`src/rtl/tx_iplen_check.sv`:
```
module tx_iplen_check #(
  parameter int CNT_W = 16
) (
  input  logic        clk,
  input  logic        rst_n,
  input  logic        in_valid,
  input  logic [7:0]  in_data,
  input  logic        in_last,
  input  logic        in_hdr,
  input  logic [7:0]  ext_err,
  output logic        stat_valid,
  output logic [16:0] status
);
  localparam int ETH_HDR = 14;
  localparam int V6_HDR  = 40;
  localparam int XW      = (CNT_W > 16 ? CNT_W : 16) + 1;

  logic [CNT_W-1:0] pos, idx, hcnt, pcnt, hbase, pbase;
  logic             first, done;
  logic [15:0]      etype, tot, plen;
  logic [3:0]       vnib, ihl;
  logic [7:0]       ext_q;

  assign idx   = first ? '0 : pos;
  assign hbase = first ? '0 : hcnt;
  assign pbase = first ? '0 : pcnt;

  wire past_eth = idx >= CNT_W'(ETH_HDR);

  always_ff @(posedge clk) begin
    if (!rst_n) begin
      pos <= '0; first <= 1'b1; done <= 1'b0;
      etype <= '0; tot <= '0; plen <= '0; vnib <= '0; ihl <= '0;
      hcnt <= '0; pcnt <= '0; ext_q <= '0;
    end else begin
      done <= in_valid && in_last;
      if (in_valid) begin
        first <= in_last;
        pos   <= (&idx) ? idx : idx + 1'b1;
        if (first) begin
          etype <= '0; tot <= '0; plen <= '0; vnib <= '0; ihl <= '0;
        end
        if (idx == CNT_W'(12)) etype[15:8] <= in_data;
        if (idx == CNT_W'(13)) etype[7:0]  <= in_data;
        if (idx == CNT_W'(14)) begin vnib <= in_data[7:4]; ihl <= in_data[3:0]; end
        if (idx == CNT_W'(16)) tot[15:8]   <= in_data;
        if (idx == CNT_W'(17)) tot[7:0]    <= in_data;
        if (idx == CNT_W'(18)) plen[15:8]  <= in_data;
        if (idx == CNT_W'(19)) plen[7:0]   <= in_data;
        hcnt <= (past_eth && in_hdr && !(&hbase)) ? hbase + 1'b1 : hbase;
        pcnt <= (past_eth && !in_hdr && !(&pbase)) ? pbase + 1'b1 : pbase;
        if (in_last) ext_q <= ext_err;
      end
    end
  end

  wire is_v4 = etype == 16'h0800;
  wire is_v6 = etype == 16'h86DD;

  logic [XW-1:0] hx, px, hdr4, pay4;
  assign hx   = XW'(hcnt);
  assign px   = XW'(pcnt);
  assign hdr4 = XW'({ihl, 2'b00});
  assign pay4 = XW'(tot) - hdr4;

  wire hdr_err = (is_v4 && (vnib != 4'd4 || ihl < 4'd5 || hx != hdr4)) ||
                 (is_v6 && (vnib != 4'd6 || hx != XW'(V6_HDR)));
  wire pay_err = (is_v4 && px != pay4) || (is_v6 && px != XW'(plen));
  wire summary = hdr_err || pay_err || (|ext_q);

  assign stat_valid = done;
  assign status = done ? {hdr_err, summary, ext_q[0], ext_q[1], pay_err,
                          ext_q[2], ext_q[3], ext_q[4], ext_q[5],
                          5'b0, ext_q[6], ext_q[7], 1'b0} : 17'b0;

  assert_pulse_R1: assert property (@(posedge clk) disable iff (!rst_n)
    (in_valid && in_last) |=> stat_valid);
  assert_quiet_R1: assert property (@(posedge clk) disable iff (!rst_n)
    !stat_valid |-> status == 17'b0);
  assert_nonip_R8: assert property (@(posedge clk) disable iff (!rst_n)
    (stat_valid && !is_v4 && !is_v6) |-> (!status[16] && !status[12]));
  assert_summary_R9: assert property (@(posedge clk) disable iff (!rst_n)
    stat_valid |-> status[15] == (status[16] | status[14] | status[13] | status[12] |
                                  status[11] | status[10] | status[9] | status[8] |
                                  status[2] | status[1]));
  assert_jabber_R10: assert property (@(posedge clk) disable iff (!rst_n)
    stat_valid |-> status[14] == $past(ext_err[0]));
  assert_v6hdr_R4: assert property (@(posedge clk) disable iff (!rst_n)
    (stat_valid && is_v6 && hcnt != CNT_W'(V6_HDR)) |-> status[16]);
endmodule

```
`config.mk`:
```
export PLATFORM = sky130hd
export DESIGN_NAME = tx_iplen_check
export DESIGN_NICKNAME = d
export VERILOG_FILES = /design/src/rtl/tx_iplen_check.sv
export SDC_FILE = /design/constraint.sdc
export NUM_CORES = 1
export LEC_CHECK = 0
export BUFFER_PORTS_ARGS = -buffer_cell sky130_fd_sc_hd__buf_4
export CAP_MARGIN = 20
export CORE_ASPECT_RATIO = 1.75
export CORE_MARGIN = 3
export CORE_UTILIZATION = 40
export DETAILED_ROUTE_END_ITERATION = 8
export PLACE_DENSITY = 0.59
export SLEW_MARGIN = 15
export SYNTH_ARGS = -nofsm -noshare
export SYNTH_HDL_FRONTEND = slang
export SYNTH_SLANG_ARGS = --single-unit
```
`constraint.sdc`:
```
create_clock -name clk -period 3.6 [get_ports clk]
set_input_delay 0.54 -clock clk [delete_from_list [all_inputs] [get_ports clk]]
set_output_delay 0.54 -clock clk [all_outputs]
set_load 0.005 [all_outputs]
```
==> impl_results.md <==
* Period minus WS final at between 3 and 4 ns
* Routed len/inst at 17.4 µm
* Hold_buf cts at 0
* Mean Syn Cell Area at around 7.7 µm²
* WHS Path Cells at 3
* Design Area, Final at 0.00720 mm²
* Num CTS Buffers at 17
* Via count at about 5800
* CP Launch Type: flop
* Synth top area share at a little over a third
* Vias in the first global route at ~5800
* DP Area at ~0.0066 mm²
* Critical Path RT at 3.06 ns
* Tot GR Track Use at about a fifth
* Worst Hold Class: primary input to flop
* # setup viols final at 0
* Crit Path Class: flop to output port
* H-tree levels at 4
* R2r setup slk at roughly 0.61 ns
* Period utilisation layout at 94.7%
* Antenna-violating nets left at 0
* Final hold vios at 0
* Synth unique cells at 66
* Global-route wire length before repair at ~28000 µm
* Post-Syn Instances at 806
* Pwr Density at between 400 and 500 mW/mm²
* IO buf count at 32
* Synthesized flop and latch total at approximately 110
* CP top delay family: compound AO/OA/AOI/OAI gates
* Area of the die at around 0.017 mm²
* FF-to-FF path depth at 10
* Worst Max-Slew Pin Slew at 0.783 ns
* Critical path's slowest cell: fa_2
* Number of DRC markers in iteration 0 at 210
* Detailed Place HPWL at ~13000 µm
* GRT Residual Overflow at 0
* Vias per cell at between 5 and 6
* CP cell instances: inv_1 -> ha_2 -> fa_2 -> nand2b_4 -> o2bb2ai_4 -> or2_2 -> a221oi_2 -> a41oi_1 -> o41ai_2 -> buf_4 -> a21oi_1 -> buf_4
* Synth area leader: dfxtp_1
* I/O pins at 39
* Fmax at 0.293 GHz
* Initial antenna violation count at 0
* Main flop type after synthesis: dfxtp_1
* Peak supply drop at 0.283 mV
* Area growth, synth to finish at 15.6%
* Critical path startpoint: tot[2]
* # Max-Cap Violations at 0
* Reg2reg start: first
* Buffers & Inverters on Critical Path at 3
* Max-slew headroom at 47.7%
* Clk slew on worst S/H paths at approximately 0.050 ns
* Crit path depth at 12
* Status: completed
* Post-synth EDFFs at 0
* Post-route DRC violation count at 0
* WL final at around 18000 µm
* Largest cells by area after synthesis: dfxtp_1 37%, nand2_1 8.4%, a21oi_1 6.3%
* DR pass1 iterations at 4
* GP Congestion at about 0.89
* Slew Limit Fails at 0
* Die height at around 170 µm
* Sequential share of the synthesized area at 36.6%
* Initial core utilization at between 40% and 50%
* Critical Path Fanout Max at 7
* Clk sinks at ~110
* Worst skew pair latency at between 0.4 and 0.5 ns
* Crit path arrival time at between 2 and 3 ns
* YS warnings at 0
* CTS tree: built
* End of the critical path: status[15]
* Cell Rows at 59
* CP max stage delay at 0.35 ns
* Cell area after synthesis at slightly above 0.006 mm²
* Setup WS pre-CTS at between 0.2 and 0.3 ns
* Final setup margin at approximately 0.19 ns
* CP endpoint kind: output port
* Antenna fix cells at 0
* Asr flop ratio synth at 0%
* Largest net degree at the start of global routing at between 40 and 50
* Final #Nets at about 860
* Core Area at 0.0151 mm²
* Clk_skew at between 0.008 and 0.009 ns
* Leakage Power at 2.61 nW
* Layout cell share with drive strength beyond 1 at between 10% and 20%
* Cell mode on critical path: buf_4
* Clock root buffer: clkbuf_16
* Die X at roughly 100 µm
* RR Endpoint: hcnt[11]
* Clock buffer depth at 2
-- synthesized netlist by cell type (all sizes together) (4+ instances only) --
| cell type | n |
|---|---|
| a21oi | 79 |
| and2 | 18 |
| and3 | 7 |
| and3b | 4 |
| buf | 20 |
| clkbuf | 35 |
| dfxtp | 114 |
| ha | 10 |
| inv | 15 |
| mux2i | 4 |
| nand2 | 140 |
| nand2b | 6 |
| nand3 | 72 |
| nand4 | 23 |
| nand4b | 7 |
| nor2 | 60 |
| nor2b | 8 |
| nor3 | 11 |
| nor3b | 4 |
| nor4 | 23 |
| o211ai | 4 |
| o21a | 4 |
| o21ai | 9 |
| or2 | 11 |
| or3 | 7 |
| xnor2 | 28 |
| xor2 | 37 |
-- layer usage --
layer,vias to the layer above,part of all wire [%],global-route usage (%)
met1,2758,38,22.3
li1,2835,-,-
met5,-,0,0
met4,0,4.0,11.3
met2,142,53,38.7
met3,47,4.5,4.04
-- kinds of logic after synthesis --
logic type | count (synthesis) | share of synthesized area (%)
and+or+nand+nor | 413 | 33.5
AOI/OAI and AO/OA | 124 | 12.0
DFF | 114 | 36.6
buffers and inverters | 71 | 5.10
xor gates and xnor gates | 65 | 9.13
adders and majority gates | 11 | 2.33
muxes | 7 | 1.18
other | 1 | 0.0602
-- power breakdown --
group	total [W]	internal, W	switching (W)
sequential	0.00128	0.00127	0.00000793
clock	0.00154	0.000941	0.000594
combinational	0.000139	0.0000417	0.0000969
-- flip-flops by register name, indices dropped and copies added (netlist names) --
register	count
pcnt	16
pos	16
first	1
vnib	4
hcnt	16
ext_q	8
stat_valid	1
plen	16
etype	16
ihl	4
tot	16
-- cell usage in the layout (no fill, tap or decap), types with 11 or more instances in the layout --
cell	instances
nand2_1	139
dfxtp_1	112
a21oi_1	77
nand3_1	72
nor2_1	60
buf_4	48
xor2_1	37
xnor2_1	28
nor4_1	22
nand4_1	22
and2_1	18
clkbuf_16	17
inv_1	15
nor3_1	11
-- timing repair --
item	CTS	global route
setup buffers	1	0
pin swaps	1	5
cloned	0	0
resized for setup	5	7
setup endpoints to repair	2	2
-- worst reg2reg max path: stages, from the launching register on --
cell,delay (ns)
dfxtp_1,0.45
buf_4,0.25
buf_4,0.18
nor2b_1,0.24
ha_1,0.22
o21a_1,0.11
nor2_1,0.09
nand4b_4,0.30
or3_1,0.50
or4_1,0.44
a21oi_1,0.15
-- final cells by class --
class | count | area [µm²]
Sequential cell | 114 | 2280
Clock inverter | 9 | 57.6
Timing Repair Buffer | 49 | 380
Inverter | 16 | 60.1
Clock buffer | 22 | 484
Tap cell | 183 | 229
Multi-Input combinational cell | 626 | 3710
Fill cell | 1538 | 7860
-- how the worst min path moves through the flow --
| stage | start | slack (ns) | endpoint |
|---|---|---|---|
| final | ext_err[6] | 0.37 | ext_q[6] |
| after global routing | ext_err[7] | 0.36 | ext_q[7] |
| after CTS | ext_err[2] | 0.36 | ext_q[2] |
| after detailed placement | vnib[2] | 0.46 | vnib[2] |
| after global placement | etype[1] | 0.45 | etype[1] |
| after floorplan | vnib[2] | 0.44 | vnib[2] |
-- per-stage QoR --
stage / utilization [%] / hold WS, ns / total power, W / cells / TNS (ns)
finish: 47.8 / 0.375 / 0.00295 / 1019 / 0
global route: 47.8 / 0.364 / 0.00304 / 1019 / -0.0277
CTS: 47.7 / 0.362 / 0.00297 / 1019 / 0
detailed placement: 43.8 / 0.457 / 0.00144 / 987 / 0
global placement: 43.8 / 0.452 / 0.00144 / 987 / 0
floorplan: - / 0.439 / 0.00138 / 811 / 0
(Power assumes the default switching activity.)
